$ cat src/rtl/gpio_irq_pkg.sv
package gpio_irq_pkg;
    localparam int F_OUT  = 0;
    localparam int F_IN   = 1;
    localparam int F_EN   = 2;
    localparam int F_TRIG = 3;
    localparam int TRIG_W = 3;
    localparam int F_ACK  = 6;

    typedef enum logic {
        LINE_LOW  = 1'b0,
        LINE_HIGH = 1'b1
    } line_state_e;

    function automatic logic trig_match(input logic [TRIG_W-1:0] code,
                                        input logic rise, input logic fall);
        logic r;
        if (code[2]) begin
            r = rise | fall;
        end else begin
            unique case (code[1:0])
                2'b00:   r = fall;
                2'b01:   r = rise;
                2'b10:   r = fall;
                2'b11:   r = rise;
                default: r = 1'b0;
            endcase
        end
        return r;
    endfunction
endpackage

$ cat src/rtl/gpio_irq_chan.sv
module gpio_irq_chan
    import gpio_irq_pkg::*;
(
    input  logic              clk,
    input  logic              rst,
    input  logic              wr_sel,
    input  logic              wr_out,
    input  logic              wr_en,
    input  logic [TRIG_W-1:0] wr_trig,
    input  logic              wr_ack,
    input  logic              in_stb,
    input  logic              in_lvl,
    output logic [31:0]       ctrl_word,
    output logic              status,
    output logic              note
);
    line_state_e       st_q, st_d;
    logic              out_q, en_q, stat_q, note_q;
    logic [TRIG_W-1:0] trig_q;
    logic              rise, fall, hit;

    // Input tracker: state register
    always_ff @(posedge clk) begin
        if (rst) st_q <= LINE_LOW;
        else     st_q <= st_d;
    end

    // Input tracker: transitions RISE and FALL
    always_comb begin
        st_d = st_q;
        rise = 1'b0;
        fall = 1'b0;
        unique case (st_q)
            LINE_LOW: begin
                if (in_stb && in_lvl) begin
                    st_d = LINE_HIGH;
                    rise = 1'b1;
                end
            end
            LINE_HIGH: begin
                if (in_stb && !in_lvl) begin
                    st_d = LINE_LOW;
                    fall = 1'b1;
                end
            end
            default: st_d = LINE_LOW;
        endcase
    end

    assign hit = en_q && trig_match(trig_q, rise, fall);

    always_ff @(posedge clk) begin
        if (rst) begin
            out_q  <= 1'b0;
            en_q   <= 1'b0;
            trig_q <= '0;
        end else if (wr_sel) begin
            out_q  <= wr_out;
            en_q   <= wr_en;
            trig_q <= wr_trig;
        end
    end

    always_ff @(posedge clk) begin
        if (rst)                  stat_q <= 1'b0;
        else if (hit)             stat_q <= 1'b1;
        else if (wr_sel && wr_ack) stat_q <= 1'b0;
    end

    always_ff @(posedge clk) begin
        if (rst) note_q <= 1'b0;
        else     note_q <= wr_sel && (wr_out != out_q);
    end

    always_comb begin
        ctrl_word                       = '0;
        ctrl_word[F_OUT]                = out_q;
        ctrl_word[F_IN]                 = (st_q == LINE_HIGH);
        ctrl_word[F_EN]                 = en_q;
        ctrl_word[F_TRIG +: TRIG_W]     = trig_q;
    end

    assign status = stat_q;
    assign note   = note_q;

    // a disabled, idle channel stays clear
    p_disabled_quiet_r2: assert property (@(posedge clk) disable iff (rst)
        (!en_q && !stat_q) |=> !stat_q);
    // without a strobe no status bit can appear
    p_no_stb_no_set_r4: assert property (@(posedge clk) disable iff (rst)
        (!in_stb && !stat_q) |=> !stat_q);
    // acknowledge without competing strobe leaves the bit clear
    p_ack_clears_r6: assert property (@(posedge clk) disable iff (rst)
        (wr_sel && wr_ack && !in_stb) |=> !stat_q);
    // a notify pulse follows a write
    p_note_after_write_r8: assert property (@(posedge clk) disable iff (rst)
        note_q |-> $past(wr_sel));
endmodule

$ cat src/rtl/gpio_irq_rdmux.sv
module gpio_irq_rdmux #(
    parameter int NUM_CH = 64,
    parameter int IDX_W  = 8
) (
    input  logic                   clk,
    input  logic                   rst,
    input  logic [IDX_W:0]         addr,
    input  logic [NUM_CH-1:0]      stat_vec,
    input  logic [NUM_CH-1:0][31:0] ctrl_words,
    output logic [31:0]            rdata
);
    localparam int STAT_WORDS = (NUM_CH + 31) / 32;

    logic [STAT_WORDS*32-1:0] stat_pad;
    logic [IDX_W-1:0]         idx;
    logic [31:0]              rd_d;

    assign idx = addr[IDX_W-1:0];

    always_comb begin
        stat_pad               = '0;
        stat_pad[NUM_CH-1:0]   = stat_vec;
    end

    always_comb begin
        rd_d = '0;
        if (addr[IDX_W]) begin
            for (int i = 0; i < NUM_CH; i++) begin
                if (idx == IDX_W'(i)) rd_d = ctrl_words[i];
            end
        end else begin
            for (int w = 0; w < STAT_WORDS; w++) begin
                if (idx == IDX_W'(w)) rd_d = stat_pad[w*32 +: 32];
            end
        end
    end

    always_ff @(posedge clk) begin
        if (rst) rdata <= '0;
        else     rdata <= rd_d;
    end

    // out-of-range status word index reads zero
    p_oob_status_zero_r9: assert property (@(posedge clk) disable iff (rst)
        (!addr[IDX_W] && (int'(idx) >= STAT_WORDS)) |=> (rdata == 32'd0));
    // out-of-range control index reads zero
    p_oob_ctrl_zero_r9: assert property (@(posedge clk) disable iff (rst)
        (addr[IDX_W] && (int'(idx) >= NUM_CH)) |=> (rdata == 32'd0));
endmodule

$ cat src/rtl/gpio_irq_bank.sv
module gpio_irq_bank
    import gpio_irq_pkg::*;
#(
    parameter int NUM_CH = 64,
    parameter int IDX_W  = 8
) (
    input  logic              clk,
    input  logic              rst,
    input  logic [IDX_W:0]    bus_addr,
    input  logic              bus_we,
    input  logic [31:0]       bus_wdata,
    output logic [31:0]       bus_rdata,
    input  logic [NUM_CH-1:0] pin_stb,
    input  logic [NUM_CH-1:0] pin_lvl,
    output logic              irq,
    output logic [NUM_CH-1:0] out_note
);
    logic [NUM_CH-1:0]       stat_vec;
    logic [NUM_CH-1:0][31:0] ctrl_words;
    logic                    wdata_unused;

    assign wdata_unused = ^bus_wdata[31:F_ACK+1];

    for (genvar g = 0; g < NUM_CH; g++) begin : g_chan
        logic sel;
        assign sel = bus_we && bus_addr[IDX_W] &&
                     (bus_addr[IDX_W-1:0] == IDX_W'(g));
        gpio_irq_chan u_chan (
            .clk       (clk),
            .rst       (rst),
            .wr_sel    (sel),
            .wr_out    (bus_wdata[F_OUT]),
            .wr_en     (bus_wdata[F_EN]),
            .wr_trig   (bus_wdata[F_TRIG +: TRIG_W]),
            .wr_ack    (bus_wdata[F_ACK]),
            .in_stb    (pin_stb[g]),
            .in_lvl    (pin_lvl[g]),
            .ctrl_word (ctrl_words[g]),
            .status    (stat_vec[g]),
            .note      (out_note[g])
        );
    end

    gpio_irq_rdmux #(.NUM_CH(NUM_CH), .IDX_W(IDX_W)) u_rdmux (
        .clk        (clk),
        .rst        (rst),
        .addr       (bus_addr),
        .stat_vec   (stat_vec),
        .ctrl_words (ctrl_words),
        .rdata      (bus_rdata)
    );

    assign irq = |stat_vec;

    // a new interrupt needs an input strobe in the prior cycle
    p_irq_rise_needs_stb_r7: assert property (@(posedge clk) disable iff (rst)
        $rose(irq) |-> $past(|pin_stb));
    // interrupt can only drop after a control write
    p_irq_fall_needs_write_r7: assert property (@(posedge clk) disable iff (rst)
        $fell(irq) |-> $past(bus_we));
endmodule

$ cat config.mk
export PLATFORM = sky130hd
export DESIGN_NAME = gpio_irq_bank
export DESIGN_NICKNAME = d
export VERILOG_FILES = /design/src/rtl/gpio_irq_pkg.sv /design/src/rtl/gpio_irq_chan.sv /design/src/rtl/gpio_irq_rdmux.sv /design/src/rtl/gpio_irq_bank.sv
export SDC_FILE = /design/constraint.sdc
export NUM_CORES = 1
export LEC_CHECK = 0
export BUFFER_PORTS_ARGS = -buffer_cell sky130_fd_sc_hd__clkbuf_2
export CAP_MARGIN = 20
export CORE_AREA = 8 8 267 269
export CTS_CLUSTER_SIZE = 25
export DETAILED_ROUTE_END_ITERATION = 7
export DIE_AREA = 0 0 275 277
export HOLD_SLACK_MARGIN = 0.12
export PLACE_DENSITY_LB_ADDON = 0.1
export SYNTH_ARGS = -nofsm -noshare
export SYNTH_HDL_FRONTEND = slang
export SYNTH_SLANG_ARGS = --single-unit
$ cat constraint.sdc
create_clock -name clk -period 3.2 [get_ports clk]
set_input_delay 0.96 -clock clk [delete_from_list [all_inputs] [get_ports clk]]
set_output_delay 0.96 -clock clk [all_outputs]
set_load 0.005 [all_outputs]
Word level (Yosys, flattened, before mapping)
Index checks and enable logic that the tools add are counted.
Cells by class
  divide/modulo/power cells: 0
  mux-type cells: 707
  reduce and logical (&&, ||, !) cells: 707
  multiply operators: 0
  bitwise logic cells: 128
  equal/unequal tests: 319
  $add $sub $neg: 0
  shift operators: 0
  $lt $le $gt $ge: 0
Operator list (count)
  1-bit two-way mux: 512
  1-bit logical AND: 385
  6-bit two-way mux: 64
  2-bit equality test (second input constant): 128
  8-bit by 6-bit equality test with 1-bit output (second input constant): 32
  1-bit case mux with 2 select lines: 128
  2-bit OR reduction: 128
  2-bit by 1-bit equality test with 1-bit output (second input constant): 64
  8-bit by 5-bit equality test with 1-bit output (second input constant): 16
  2-bit logical NOT: 64
  2-bit nonzero test: 64
  32-bit two-way mux: 3
  8-bit by 4-bit equality test with 1-bit output (second input constant): 8
  1-bit logical NOT: 64
  1-bit inequality test: 64
  1-bit inverter: 64
  1-bit OR: 64
  64-bit OR reduction: 1
  8-bit by 3-bit equality test with 1-bit output (second input constant): 4
  8-bit by 2-bit equality test with 1-bit output (second input constant): 2
  8-bit by 1-bit equality test with 1-bit output (second input constant): 1
  8-bit logical NOT: 1
Storage, ports and cells
  logic and storage cells: 2246
  flip-flop bits (word level): 544
  latch bits: 0
  output and inout bits: 97
  memories kept: 0
  ROM bits: 0
  memory bits (writable): 0

Logic depth before layout (Yosys ltp)
  word-level depth: 66
  depth in mapped cells: 13
  gate-level depth less buffers: 7

Hierarchy
Synthesis repeated with hierarchy kept, for this count alone.
Unflattened totals
  cells, all modules: 6971
  area total of the unflattened synthesis: 54389.7 µm²
Modules (own cells, without submodules)
  gpio_irq_chan: cells each 61, area an instance 541.8 µm², times used 64
  gpio_irq_rdmux: cells each 2950, area an instance 19172.1 µm², times used 1
  gpio_irq_bank: cells each 117, area an instance 544.3 µm², times used 1

Least setup slack after synthesis
Ideal clock, no wire load.
  path type: input-to-reg
  start point: input port bus_addr[7]
  end point: register u_rdmux.rdata[0]
  slack: 0.221 ns
  arrival time: 2.852 ns
  required time: 3.073 ns
  library setup time: 0.127 ns
  cell stages on the path: 9
  buffers on the path: 2
  cells stage by stage: buf_2 or4b_1 buf_4 nor2_4 a22o_1 a211oi_1 or4_4 a221oi_2 a211oi_2
On the way
  longest elaborated chain between the ends: 66
  elaborated cells on any way between the ends: 131
  those cells by class: 63 x eq/ne; 67 x mux; 1 x reduce/logical
RTL lines
  start, declared: RTL line gpio_irq_bank.sv:9  | input logic [IDX_W:0] bus_addr,
  8-bit logical NOT: RTL line gpio_irq_rdmux.sv:29, gpio_irq_rdmux.sv:33
  6-bit two-way mux (64 in a row): RTL line gpio_irq_rdmux.sv:29  | if (idx == IDX_W'(i)) rd_d = ctrl_words[i];
  32-bit two-way mux *: RTL line gpio_irq_rdmux.sv:27  | if (addr[IDX_W]) begin
  end signal, assigned: RTL line gpio_irq_rdmux.sv:40  | else rdata <= rd_d;
  end, declared: RTL line gpio_irq_rdmux.sv:10  | output logic [31:0] rdata
Mark *: on every way between the ends. The rest lies on a longest branch, timed or not.
A chain may end at the register's enable or synchronous reset.

Final worst setup path
  start point: register g_chan[35].u_chan.stat_q
  end point: output port irq
On the way
  longest elaborated chain between the ends: 1
RTL lines
  start, declared: RTL line gpio_irq_chan.sv:18  | logic out_q, en_q, stat_q, note_q;
  start signal, assigned: RTL line gpio_irq_chan.sv:65  | if (rst) stat_q <= 1'b0;
  start signal, assigned: RTL line gpio_irq_chan.sv:66  | else if (hit) stat_q <= 1'b1;
  start signal, assigned: RTL line gpio_irq_chan.sv:67  | else if (wr_sel && wr_ack) stat_q <= 1'b0;
  64-bit OR reduction: RTL line gpio_irq_bank.sv:53  | assign irq = |stat_vec;
  end, declared: RTL line gpio_irq_bank.sv:15  | output logic irq,
No other way between the ends.

==> reports/summary.log <==
[power] cell leakage power 12.6 nW
[layout] end-of-flow core utilization 0.507
[timing] unrepaired setup endpoints after global routing true
[detailed_routing] remaining routing DRC violations 0
[critical_path] Worst Path Max Fanout 3
[global_routing] routing usage on met1 0.467
[detailed_routing] ANT nets after route 0
[synthesis] sequential element share of the synthesized area 0.409
[timing] highest clock rate 0.296 GHz
[synthesis] count of flip-flops with a built-in enable after synthesis 0
[global_routing] grt peak-use layer met2
[floorplanning] Std-Cell Rows 95
[clock_tree] hold buffers post-CTS 0
[clock_tree] clock-pin slew of the registers on the worst-case setup and hold paths 60 ps
[global_routing] largest net degree at the start of global routing 191
[global_routing] total routing usage reported by global routing 0.367
[placed_design] port buffer count 242
[synthesis] combined area of all synthesized cells 26,600 um2
[synthesis] Avg Inst Size Synth 7.67 um2
[detailed_routing] DRC violation total after the first TritonRoute iteration 3,309
[floorplanning] Die Span Y 277 um
[global_routing] global routing met3 resource utilization 0.0745
[layout] most common cell after layout, fill and taps aside sky130_fd_sc_hd__nand2_1
[global_routing] initial antenna violation count 7
[timing] final cycle utilization of the critical path 1.06
[synthesis] flip-flop cell with the highest count after synthesis sky130_fd_sc_hd__dfxtp_1
[detailed_routing] routed len/inst 29.6 um
[clock_tree] CTS tree yes
[layout] area overhead of the layout relative to synthesis 27.3%
[synthesis] largest cells by area after synthesis sky130_fd_sc_hd__dfxtp_1, sky130_fd_sc_hd__nand2_1, sky130_fd_sc_hd__a21oi_1
[clock_tree] number of buffers created by CTS 61
[placed_design] weighted congestion at the end of routability-driven global placement 1.08
[global_routing] global-route wire length before repair 204,000 um
[floorplanning] area of the core region 66,800 um2
[synthesis] flops & latches, synth 544
[global_routing] global route overflow 0
[worst_hold_path] HP Class flop to flop
[floorplanning] Die X 275 um
[layout] highest-count cells in the layout ignoring fill and taps sky130_fd_sc_hd__nand2_1, sky130_fd_sc_hd__dfxtp_1, sky130_fd_sc_hd__buf_4, sky130_fd_sc_hd__a21oi_1, sky130_fd_sc_hd__nor2_1
[detailed_routing] vias per cell 6.02
[timing] worst path setup slack after routing -181 ps
[run] Max Cap Violations 0
[synthesis] synth unique cells 90
[floorplanning] overall die area 76,200 um2
[timing] fin crit period 3380 ps
[global_routing] vias in the first global route 28,000
[critical_path] launching element type of the critical path flop
[placed_design] pre-CTS setup slack -450 ps
[layout] final design area excluding fillers 33,900 um2
[placed_design] total placed instance area 31,600 um2
[critical_path] required time reported for the critical path endpoint 2240 ps
[clock_tree] Root Buffer sky130_fd_sc_hd__clkbuf_16
[status] violated checks negative setup slack
[timing] Relative slew margins 0.275
[critical_path] critical path data arrival time 2420 ps
[synthesis] proportion of netlist area held by the largest area contributor 0.409
[timing] pins over their slew limit 0
[power] peak supply drop 432 uV
[critical_path] minimum setup slack among reg-to-reg paths 730 ps
[detailed_routing] via count of the routed design 29,500
[synthesis] Synthesis Warnings 0
[timing] final hold vios 0
[timing] final setup skew 23.3 ps
[global_routing] met2 GRT Util 0.564
[synthesis] number of nets in the synthesized netlist 3,641
[detailed_routing] Initial DRT Pass Iterations 6
[clock_tree] number of H-tree levels 2
[synthesis] post-synthesis cell count 3,469
[placed_design] HPWL after detailed placement 112,000 um
[clock_tree] # clock sinks 544
[status] run status complete, but fails checks
[critical_path] path type of the worst setup path flop to primary output
[synthesis] fraction of registers with async set or reset after synthesis 0
[layout] layout cell share with drive strength beyond 1 0.233
[timing] final count of negative-setup-slack endpoints 1
[layout] fillcell total 6,554
[synthesis] most area-hungry cell type in the Yosys netlist sky130_fd_sc_hd__dfxtp_1
[timing] Slew @ Worst Pin 1090 ps
[floorplanning] I/O pin cnt 269
[detailed_routing] final WL 145,000 um
[layout] Nets 4,144
[floorplanning] initial core utilization 0.399
[clock_tree] maximum number of buffers from clock root to sink 3
[critical_path] Crit. End Element primary output
[clock_tree] worst-skew pair later-pin latency 660 ps
[power] total power divided by cell area 472 nW/um2
cell families (layout without fill, tap and decap cells):
group                  after synthesis  after routing  share of synthesized area
other                                0              3                          0
AND/OR/NAND/NOR                   1319           1319                      0.216
buffers and inverters              365            918                     0.0685
multiplexers                       108            108                     0.0417
XOR/XNOR                            89             89                     0.0293
AO/OA/AOI/OAI                     1044           1044                      0.235
flip-flops                         544            544                      0.409
metal layers:
| metal | share of wire | vias up |
|---|---|---|
| met3 | 0.093 | 381 |
| met4 | 0.073 | 6 |
| met1 | 0.40 | 14200 |
| met5 | 0.00025 | - |
| li1 | - | 13200 |
| met2 | 0.44 | 1686 |
what timing repair did:
item                                    4_1_cts  5_1_grt
endpoints found under the setup margin        1        1
buffers inserted                              0        0
resized for setup                            22        4
pin swaps                                     4        2
cells in the mapped netlist (6+ instances only):
library cell	instances
sky130_fd_sc_hd__nand2b_1	15
sky130_fd_sc_hd__o22ai_1	43
sky130_fd_sc_hd__o221ai_1	13
sky130_fd_sc_hd__nand4_1	11
sky130_fd_sc_hd__nand2_1	738
sky130_fd_sc_hd__buf_6	14
sky130_fd_sc_hd__and2_1	6
sky130_fd_sc_hd__nand4bb_1	6
sky130_fd_sc_hd__nor2_1	275
sky130_fd_sc_hd__clkbuf_1	163
sky130_fd_sc_hd__o2111ai_1	7
sky130_fd_sc_hd__o211ai_1	42
sky130_fd_sc_hd__a211oi_1	13
sky130_fd_sc_hd__a22oi_1	52
sky130_fd_sc_hd__o22a_1	8
sky130_fd_sc_hd__mux2i_1	93
sky130_fd_sc_hd__buf_4	76
sky130_fd_sc_hd__a2bb2oi_1	7
sky130_fd_sc_hd__nor2b_1	13
sky130_fd_sc_hd__nor3_1	82
sky130_fd_sc_hd__o31ai_1	7
sky130_fd_sc_hd__and3_1	7
sky130_fd_sc_hd__nand3_1	84
sky130_fd_sc_hd__a21oi_1	473
sky130_fd_sc_hd__o21ai_0	226
sky130_fd_sc_hd__dfxtp_1	544
sky130_fd_sc_hd__a221o_1	6
sky130_fd_sc_hd__buf_2	41
sky130_fd_sc_hd__xnor2_1	68
sky130_fd_sc_hd__a31oi_1	14
sky130_fd_sc_hd__a32oi_1	41
sky130_fd_sc_hd__a222oi_1	7
sky130_fd_sc_hd__buf_1	19
sky130_fd_sc_hd__a221oi_1	15
sky130_fd_sc_hd__xor2_1	21
sky130_fd_sc_hd__nor4_1	27
sky130_fd_sc_hd__inv_1	51
sky130_fd_sc_hd__nor4bb_1	7
sky130_fd_sc_hd__mux2_2	14
worst paths after layout:
kind | cells after the start | startpoint | end
max | 4 | g_chan[35].u_chan.status | irq
min | 2 | g_chan[24].u_chan.trig_q[1] | g_chan[24].u_chan.trig_q[1]
max reg2reg | 8 | g_chan[20].u_chan.trig_q[0] | u_rdmux.rdata[3]
min reg2reg | 2 | g_chan[24].u_chan.trig_q[1] | g_chan[24].u_chan.trig_q[1]
critical path: stages (launching register included):
cell and delay [ps]:
sky130_fd_sc_hd__dfxtp_4 400, sky130_fd_sc_hd__nor4_4 290, sky130_fd_sc_hd__nand4_1 310, sky130_fd_sc_hd__or4_4 630
sky130_fd_sc_hd__clkbuf_2 140
power by group:
part | leakage, nW | internal [mW] | switching, mW
sequential | 4.40 | 6.82 | 0.0870
combinational | 7.20 | 0.561 | 0.987
clock | 1.05 | 4.41 | 3.13
total | 12.6 | 11.8 | 4.20
per-stage QoR:
step           std cells  power (mW)  TNS [ps]  hold slack (ps)
6_report            4898        16.0      -181              462
5_1_grt             4895        16.4      -156              465
4_1_cts             4895        16.0      -126              458
3_5_place_dp        4782        8.56    -10410              448
3_3_place_gp        4782        8.55     -8860              439
2_1_floorplan       3469        7.72         0              427
final cells by class:
cell class              instances  area, um2  area share
multi-input cells            2560      14100       0.416
flip-flops and latches        544      10900       0.322
repair buffers                754       5440       0.161
clock buffers                  86       1840      0.0544
well taps                     873       1090      0.0322
clock inverters                27        298     0.00878
inverters                      51        191     0.00565
diodes                          3       7.51    0.000221
(Power assumes the default switching activity.)
